===== src/rtl/seqarr_pkg.sv =====
package seqarr_pkg;

    localparam int CODE_W       = 4;
    localparam int MAX_DELAY_MS = 500;
    localparam int DLY_W        = $clog2(MAX_DELAY_MS + 1);

    typedef logic [CODE_W-1:0] dly_code_t;
    typedef logic [DLY_W-1:0]  dly_ticks_t;

    typedef struct packed {
        dly_code_t rise;
        dly_code_t fall;
    } edge_cfg_t;

    function automatic dly_ticks_t code_to_ticks(input dly_code_t c);
        case (c)
            4'd0:    return dly_ticks_t'(0);
            4'd1:    return dly_ticks_t'(5);
            4'd2:    return dly_ticks_t'(10);
            4'd3:    return dly_ticks_t'(20);
            4'd4:    return dly_ticks_t'(30);
            4'd5:    return dly_ticks_t'(40);
            4'd6:    return dly_ticks_t'(50);
            4'd7:    return dly_ticks_t'(75);
            4'd8:    return dly_ticks_t'(100);
            4'd9:    return dly_ticks_t'(125);
            4'd10:   return dly_ticks_t'(150);
            4'd11:   return dly_ticks_t'(200);
            4'd12:   return dly_ticks_t'(250);
            4'd13:   return dly_ticks_t'(300);
            4'd14:   return dly_ticks_t'(400);
            default: return dly_ticks_t'(MAX_DELAY_MS);
        endcase
    endfunction

endpackage


===== src/rtl/seqarr_term_and.sv =====
module seqarr_term_and #(
    parameter int NUM_SRC  = 21,
    parameter int SELF_IDX = 12
) (
    input  logic [NUM_SRC-1:0] src,
    input  logic [NUM_SRC-1:0] en,
    input  logic [NUM_SRC-1:0] inv,
    output logic               hit
);

    logic [NUM_SRC-1:0] en_eff;
    logic [NUM_SRC-1:0] pass;

    always_comb begin
        en_eff           = en;
        en_eff[SELF_IDX] = 1'b0;
        pass             = ~en_eff | (src ^ inv);
        hit              = (|en_eff) & (&pass);
    end

endmodule


===== src/rtl/seqarr_edge_delay.sv =====
module seqarr_edge_delay
    import seqarr_pkg::*;
(
    input  logic      clk,
    input  logic      rst,
    input  logic      tick,
    input  logic      d,
    input  edge_cfg_t cfg,
    output logic      q
);

    logic       q_r;
    logic       differ;
    dly_ticks_t cnt;
    dly_ticks_t limit;

    assign differ = (d != q_r);
    assign q      = q_r;

    always_comb begin
        if (q_r) limit = code_to_ticks(cfg.fall);
        else     limit = code_to_ticks(cfg.rise);
    end

    always_ff @(posedge clk) begin
        if (rst) begin
            q_r <= 1'b0;
            cnt <= '0;
        end else if (!differ) begin
            cnt <= '0;
        end else if (cnt >= limit) begin
            q_r <= d;
            cnt <= '0;
        end else if (tick) begin
            cnt <= cnt + 1'b1;
        end
    end


    hold_abort_chk: assert property (@(posedge clk) disable iff (rst)
        (d == q_r) |=> (q_r == $past(q_r)) && (cnt == '0));


    zero_delay_chk: assert property (@(posedge clk) disable iff (rst)
        (differ && limit == '0) |=> (q_r == $past(d)));


    tick_gate_chk: assert property (@(posedge clk) disable iff (rst)
        (differ && !tick && cnt < limit) |=> $stable(cnt) && $stable(q_r));


    cnt_bound_chk: assert property (@(posedge clk) disable iff (rst)
        cnt <= dly_ticks_t'(MAX_DELAY_MS));

endmodule


===== src/rtl/seqarr_force_mux.sv =====
module seqarr_force_mux #(
    parameter int N = 9
) (
    input  logic [N-1:0] logic_in,
    input  logic [N-1:0] force_en,
    input  logic [N-1:0] force_val,
    output logic [N-1:0] out
);

    always_comb begin
        out = (force_en & force_val) | (~force_en & logic_in);
    end

endmodule


===== src/rtl/seqarr_macro_array.sv =====
module seqarr_macro_array
    import seqarr_pkg::*;
#(
    parameter int NUM_EXT   = 12,
    parameter int NUM_CELLS = 9,
    localparam int NUM_SRC  = NUM_EXT + NUM_CELLS
) (
    input  logic                          clk,
    input  logic                          rst,
    input  logic                          tick,
    input  logic [NUM_EXT-1:0]            ext_in,
    input  logic [NUM_CELLS*NUM_SRC-1:0]  term_en,
    input  logic [NUM_CELLS*NUM_SRC-1:0]  term_inv,
    input  logic [NUM_CELLS*CODE_W-1:0]   rise_codes,
    input  logic [NUM_CELLS*CODE_W-1:0]   fall_codes,
    input  logic [NUM_CELLS-1:0]          force_en,
    input  logic [NUM_CELLS-1:0]          force_val,
    output logic [NUM_CELLS-1:0]          cell_out
);

    logic [NUM_SRC-1:0]   src_vec;
    logic [NUM_CELLS-1:0] hit;
    logic [NUM_CELLS-1:0] dly_q;

    assign src_vec = {cell_out, ext_in};

    for (genvar i = 0; i < NUM_CELLS; i++) begin : g_cell
        edge_cfg_t cfg;

        assign cfg.rise = rise_codes[i*CODE_W +: CODE_W];
        assign cfg.fall = fall_codes[i*CODE_W +: CODE_W];

        seqarr_term_and #(
            .NUM_SRC  (NUM_SRC),
            .SELF_IDX (NUM_EXT + i)
        ) u_and (
            .src (src_vec),
            .en  (term_en [i*NUM_SRC +: NUM_SRC]),
            .inv (term_inv[i*NUM_SRC +: NUM_SRC]),
            .hit (hit[i])
        );

        seqarr_edge_delay u_dly (
            .clk  (clk),
            .rst  (rst),
            .tick (tick),
            .d    (hit[i]),
            .cfg  (cfg),
            .q    (dly_q[i])
        );
    end

    seqarr_force_mux #(.N(NUM_CELLS)) u_force (
        .logic_in  (dly_q),
        .force_en  (force_en),
        .force_val (force_val),
        .out       (cell_out)
    );


    reset_clear_chk: assert property (@(posedge clk) disable iff (rst)
        $fell(rst) |-> (dly_q == '0));


    out_stable_chk: assert property (@(posedge clk) disable iff (rst)
        ($stable(force_en) && $stable(force_val) && $stable(dly_q)) |-> $stable(cell_out));

endmodule


===== config.mk =====
export PLATFORM = sky130hd
export DESIGN_NAME = seqarr_macro_array
export DESIGN_NICKNAME = d
export VERILOG_FILES = /design/src/rtl/seqarr_pkg.sv /design/src/rtl/seqarr_term_and.sv /design/src/rtl/seqarr_edge_delay.sv /design/src/rtl/seqarr_force_mux.sv /design/src/rtl/seqarr_macro_array.sv
export SDC_FILE = /design/constraint.sdc
export NUM_CORES = 1
export LEC_CHECK = 0
export BUFFER_PORTS_ARGS = -buffer_cell sky130_fd_sc_hd__buf_2
export CORE_AREA = 2 2 190 192
export CTS_CLUSTER_DIAMETER = 60
export DETAILED_ROUTE_END_ITERATION = 10
export DIE_AREA = 0 0 192 194
export GPL_ROUTABILITY_DRIVEN = 0
export HOLD_SLACK_MARGIN = 0.05
export PLACE_DENSITY = 0.83
export SLEW_MARGIN = 30
export SYNTH_ARGS = -nofsm -noshare
export SYNTH_HDL_FRONTEND = slang
export SYNTH_HIERARCHICAL = 1
export SYNTH_SLANG_ARGS = --single-unit

===== constraint.sdc =====
create_clock -name clk -period 2.33 [get_ports clk]
set_input_delay 0.3495 -clock clk [delete_from_list [all_inputs] [get_ports clk]]
set_output_delay 0.3495 -clock clk [all_outputs]
set_load 0.005 [all_outputs]

# After elaboration in Yosys (flattened, before gate mapping)

Memory sizes are Yosys's and may differ from the RTL's.
Cells that the tools add are included.
W data, S select, Z words.

ROM bits: 2592
Bits in latches: 0
Flip-flop bits (word level): 90
Memories: 18
Output and inout bits: 9
Input bits: 483
RAM bits: 0

Memory list:

| name             | words | bits a word | read ports | clocked after Yosys merged registers in | wr ports | line             | RTL |
|---|---|---|---|---|---|---|---|
| (no name shown)  | 16    | 9           | 1          | 0                                       | 0        | seqarr_pkg.sv:16 | `case (c)` |
| (no name shown)  | 16    | 9           | 1          | 0                                       | 0        | seqarr_pkg.sv:16 |  |
| (no name shown)  | 16    | 9           | 1          | 0                                       | 0        | seqarr_pkg.sv:16 |  |
| (no name shown)  | 16    | 9           | 1          | 0                                       | 0        | seqarr_pkg.sv:16 |  |
| (no name shown)  | 16    | 9           | 1          | 0                                       | 0        | seqarr_pkg.sv:16 |  |
| (no name shown)  | 16    | 9           | 1          | 0                                       | 0        | seqarr_pkg.sv:16 |  |
| 12 more memories | -     | -           | -          | -                                       | -        | -                |  |

Bitwise gates (word level): 49
Div/mod/pow operators: 0
Multiply operators: 0
Shifts and indexed selects: 0
$lt $le $gt $ge: 9
Equality and inequality tests: 9
Mux-type cells: 9
Add/subtract/negate cells: 9
Reduce and logical (&&, ||, !) cells: 36

Operators with widths:

| cell                  | count |
|---|---|
| $or A21 B21 Y21       | 9 |
| $reduce_and A21 Y1    | 9 |
| $xor A21 B21 Y21      | 9 |
| $reduce_or A20 Y1     | 9 |
| $not A21 Y21          | 8 |
| $add A9 B1 Y9 const B | 9 |
| $ge A9 B9 Y1          | 9 |
| $mux W9               | 9 |
| $reduce_or A3 Y1      | 9 |
| $not A20 Y21          | 1 |
| $and A9 B9 Y9         | 2 |
| $reduce_and A2 Y1     | 9 |
| $and A1 B1 Y1         | 9 |
| $ne A1 B1 Y1          | 9 |
| $not A1 Y1            | 9 |
| $not A9 Y9            | 1 |
| $or A9 B9 Y9          | 1 |

# Longest topological paths before layout

Word-level depth: 10
Gate-level depth with buffers: 13

# Modules after synthesis

Netlist, hierarchy kept.

By module, submodules not included:

| module                                   | cells each | seq. area each (um^2) | area each (um^2) | instances |
|---|---|---|---|---|
| seqarr_edge_delay at g_cell[0].u_dly ... | 171        | 200.2                 | 1308.8           | 6 |
| seqarr_term_and                          | 41         | 0.0                   | 326.6            | 9 |
| seqarr_edge_delay at g_cell[7].u_dly ... | 170        | 200.2                 | 1253.7           | 2 |
| seqarr_edge_delay at g_cell[2].u_dly     | 167        | 200.2                 | 1241.2           | 1 |
| seqarr_force_mux                         | 9          | 0.0                   | 135.1            | 1 |

# Worst setup path after synthesis

OpenSTA, ideal clock, no wires.

Path kind: input to register
Start: input port fall_codes[10]
End: register g_cell[2].u_dly.cnt[0]
Stages on the path: 11
Data arrival time: 2.339 ns
Data required time: 2.266 ns
Path buffers: 3
Path slack: -0.073 ns
Cells stage by stage: buf_2 buf_1 nand3b_1 a31oi_1 ha_1 nand2b_1 a31oi_1 o21ai_1 a2111o_1 buf_6 nor2_1

Longest elaborated chain between the ends: 4

RTL lines:

| element                    | line                     | RTL |
|---|---|---|
| start, declared            | seqarr_macro_array.sv:15 | `input logic [NUM_CELLS*CODE_W-1:0] fall_codes,` |
| $mem_v2 Z16 W9             | -                        |  |
| $mux W9                    | seqarr_edge_delay.sv:21  | `if (q_r) limit = code_to_ticks(cfg.fall);` |
| $ge A9 B9 Y1               | seqarr_edge_delay.sv:31  | `end else if (cnt >= limit) begin` |
| $reduce_or A3 Y1 (no line) | -                        |  |
| end signal, assigned       | seqarr_edge_delay.sv:35  | `cnt <= cnt + 1'b1;` |
| end, declared              | seqarr_edge_delay.sv:14  | `dly_ticks_t cnt;` |

Every way passes these cells.
A chain may end at the register's enable or synchronous reset.

# Worst setup path in the final report

Start: register g_cell[6].u_dly.q_r
End: register g_cell[7].u_dly.cnt[3]

Longest elaborated chain between the ends: 9

RTL lines:

| element                    | line                     | RTL |
|---|---|---|
| start, declared            | seqarr_edge_delay.sv:12  | `logic q_r;` |
| start signal, assigned     | seqarr_edge_delay.sv:27  | `q_r <= 1'b0;` |
| start signal, assigned     | seqarr_edge_delay.sv:32  | `q_r <= d;` |
| $and A9 B9 Y9              | seqarr_force_mux.sv:11   | `out = (force_en & force_val) \| (~force_en & logic_in);` |
| $or A9 B9 Y9               | seqarr_force_mux.sv:11   |  |
| $xor A21 B21 Y21           | seqarr_term_and.sv:17    | `pass = ~en_eff \| (src ^ inv);` |
| $or A21 B21 Y21            | seqarr_term_and.sv:17    |  |
| $reduce_and A21 Y1         | seqarr_term_and.sv:18    | `hit = (\|en_eff) & (&pass);` |
| $and A1 B1 Y1              | seqarr_term_and.sv:18    |  |
| via hit[7]                 | seqarr_macro_array.sv:22 | `logic [NUM_CELLS-1:0] hit;` |
| $ne A1 B1 Y1               | seqarr_edge_delay.sv:17  | `assign differ = (d != q_r);` |
| $not A1 Y1 (no line)       | -                        |  |
| $reduce_or A3 Y1 (no line) | -                        |  |
| end signal, assigned       | seqarr_edge_delay.sv:35  |  |
| end, declared              | seqarr_edge_delay.sv:14  |  |

The timed path passes the listed nets, and every way through them passes these cells.

==> results.tsv <==
stage	metric	value	unit
outcome	outcome	complete, but fails checks	
setup_path	worstReg2RegStart	g_cell[6].u_dly/q	
route	vias	17500	
route	wire_per_inst	19.7	um
route	vias_per_cell	5.73	
power_and_ir_drop	p_switching	0.00217	W
layout	fin_area	0.0205	mm^2
setup_path	path_max_fanout	7	
power_and_ir_drop	power	0.00591	W
floorplanning	initial_core_util	41.7	%
floorplanning	die_w	192	um
yosys	synth_cells	1911	
power_and_ir_drop	p_clk_share	24.9	%
route	routed_wirelength	60300	um
power_and_ir_drop	powerDensity	289	mW/mm^2
yosys	synth-seq-area-share	12.3	%
clock_tree	worstSkewPairLatency	0.34	ns
floorplanning	dieArea	0.0372	mm^2
yosys	synth_edf_count	0	
clock_tree	cts_max_level	3	
outcome	violations	negative setup slack	
setup_path	path_cells	mux2_4 -> buf_4 -> xnor2_1 -> a22oi_1 -> nand4_1 -> nor3_2 -> xnor2_2 -> a2111o_1 -> nor2_1	
yosys	syn_area	0.0147	mm^2
setup_path	worstPathArrival	2.72	ns
yosys	async_flop_share	0	%
yosys	syn_nets	2628	
global_routing	grt_overflow_total	0	
sta	whs	0.515	ns
job	drv_cap	0	
clock_tree	cts_tree	built	
layout	num-fill-cells	3061	
clock_tree	clk_pin_slew	0.07	ns
global_routing	antenna_found_initial	12	
floorplanning	io_pins	492	
floorplanning	fp.dieH	194	um
floorplanning	num_rows	69	
global_routing	grtUsageTotal	30.9	%
global_routing	grt_pass1_wl	89700	um
sta	slew_headroom	49.7	%
route	drc_errors	0	
layout	drive_gt1_share	35.4	%
power_and_ir_drop	leakage	9.18	nW
sta	fin_skew	0.0102	ns
sta	worst_pin_slew	0.755	ns
power_and_ir_drop	power_frac_seq	26.0	%
setup_path	slowest_delay	0.45	ns
sta	timing.final.hold_violations	0	
placed_design	place_area	0.0192	mm^2
sta	report.final.slew_viol_count	0	
route	drtIter0Drc	1359	
setup_path	cp_data_required_time	2.60	ns
power_and_ir_drop	internal-power	0.00374	W
setup_path	critical_path.slowest_cell	a2111o_1	
setup_path	startpoint	g_cell[6].u_dly/q	
power_and_ir_drop	switching_share	36.7	%
setup_path	start_kind	register	
sta	timing.final.crit_share	105	%
placed_design	io_buffers	473	
clock_tree	cts_max_path_buffers	2	
placed_design	hpwlAfterDp	47700	um
sta	fmax	408	MHz
power_and_ir_drop	peakVddDrop	293	uV
sta	setup_violations	45	
yosys	synth_seq_cells	90	
hold_path	hold_class	input pin to register	
clock_tree	cts_made_buffers	9	
clock_tree	clock-root-buffer	clkbuf_16	
layout	syn_to_final_growth	39.5	%
sta	period_minus_slack	2.45	ns
clock_tree	numClockSinks	90	
setup_path	end_kind	register	
floorplanning	coreArea	0.0352	mm^2
yosys	ys_types	47	
route	postRouteAntennaNets	0	
yosys	synth_warnings	6	
global_routing	grt_pass1_vias	17200	
hold_path	min-delay-start	tick	
sta	rsz0062_at_grt	yes	
yosys	synth.avg_cell_area	7.68	um^2
layout	nets	3304	
setup_path	criticalPathCategory	register to register	
power_and_ir_drop	power_frac_comb	49.1	%
route	dr.pass1.iters	5	
yosys	synth-main-ff-cell	dfxtp_1	
global_routing	grt_max_degree	22	
sta	setup_ws	-0.120	ns
-- cell usage after synthesis (all sizes together), types with 10 or more instances --
| cell type | number | area, um^2 |
|---|---|---|
| nand2 | 238 | 893 |
| ha | 234 | 2930 |
| xnor2 | 210 | 1840 |
| o21ai | 185 | 926 |
| nor2 | 157 | 634 |
| a22oi | 90 | 676 |
| dfxtp | 90 | 1800 |
| o211ai | 79 | 593 |
| inv | 75 | 282 |
| a21oi | 72 | 360 |
| mux2i | 59 | 591 |
| nand4 | 56 | 440 |
| xor2 | 51 | 447 |
| nor4 | 45 | 338 |
| clkbuf | 41 | 161 |
| buf | 39 | 240 |
| nand3 | 39 | 195 |
| mux2 | 15 | 203 |
| nor2b | 15 | 139 |
| a211oi | 14 | 105 |
| nor4bb | 12 | 120 |
| nand2b | 10 | 62.6 |
| or3 | 10 | 62.6 |
-- final cells by class --
class	instances	area [um^2]	area share (%)
Inverter	75	282	1.38
Antenna cell	9	22.5	0.110
Multi-Input combinational cell	1675	12800	62.7
Clock inverter	6	67.6	0.330
Clock buffer	9	225	1.10
Timing Repair Buffer	736	4650	22.7
Tap cell	461	577	2.82
Sequential cell	90	1810	8.86
-- state kept, by name, indices dropped and copies added, names as in the netlist --
register	flops
g_cell.u_dly/cnt	81
g_cell.u_dly/q	9
-- layer usage --
| layer | up-vias | global-route usage, % | share of wire, % |
|---|---|---|---|
| li1 | 8267 | - | - |
| met1 | 8128 | 34.9 | 37 |
| met2 | 900 | 50.1 | 46 |
| met3 | 234 | 9.30 | 10 |
| met4 | 6 | 20.2 | 6.6 |
| met5 | - | 0 | 0.053 |
-- per-stage QoR --
stage          setup slack, ns  setup TNS (ns)  std cells  utilization [%]
6_report                -0.120           -1.44       3061             58.1
5_1_grt                 -0.181           -7.21       3060             58.1
4_1_cts               -0.00742         -0.0202       3036             56.2
3_5_place_dp            -0.399          -26.48       2998             54.4
3_3_place_gp            -0.311          -18.42       2998             54.4
2_1_floorplan          0.00229               0       1911                -
-- critical path: cells and delay by family, from the launching register on --
family | cells | cell delay, ns
xor+xnor | 2 | 0.28
flops | 1 | 0.33
buf+inv | 1 | 0.20
compound gates | 2 | 0.63
simple gates | 3 | 0.51
mux | 1 | 0.42
-- logic make-up (layout without fill, tap and decap cells) --
family,count (synthesis),count (layout),synth area share (%)
other cells,0,9,0
simple gates,604,610,21.0
mux,74,74,5.41
fa+ha+maj,234,234,20.0
flops,90,90,12.3
buf+inv,155,826,4.66
compound gates,493,496,21.2
xor+xnor,261,261,15.6
-- repair_timing --
action	in CTS	in global routing
pin swaps	47	123
endpoints found under the hold margin	0	0
cloned	8	1
hold buffers	0	0
buffers inserted	15	16
resized for setup	19	134
setup endpoints to repair	78	89
-- path summary, 6_finish.rpt --
path | endpoint | slack (ns) | cells after the start
worst max-delay path | g_cell[7].u_dly/cnt[3] | -0.12 | 9
worst min-delay path | g_cell[2].u_dly/cnt[0] | 0.52 | 3
worst max register to register | g_cell[7].u_dly/cnt[3] | -0.12 | 9
worst min register to register | g_cell[3].u_dly/cnt[8] | 0.53 | 2
-- power by group through the flow --
stage	registers [W]	clock network, W	logic [W]
after global routing	0.00154	0.00159	0.00313
after global placement	0.00157	0	0.00257
final	0.00154	0.00147	0.00290
after CTS	0.00154	0.00152	0.00272
after detailed placement	0.00157	0	0.00267
after floorplan	0.00157	0	0.00132
-- layout by cell type (no fill, tap or decap), types with 59 or more instances in the layout --
cell,count
buf_2,473
ha_1,226
a21oi_1,66
a22oi_1,79
mux2i_1,59
xnor2_1,195
o21ai_0,151
inv_1,70
dfxtp_1,83
nand2_1,236
o211ai_1,79
nor2_1,129
buf_4,231
No activity file was read; power rests on OpenSTA's default activity.
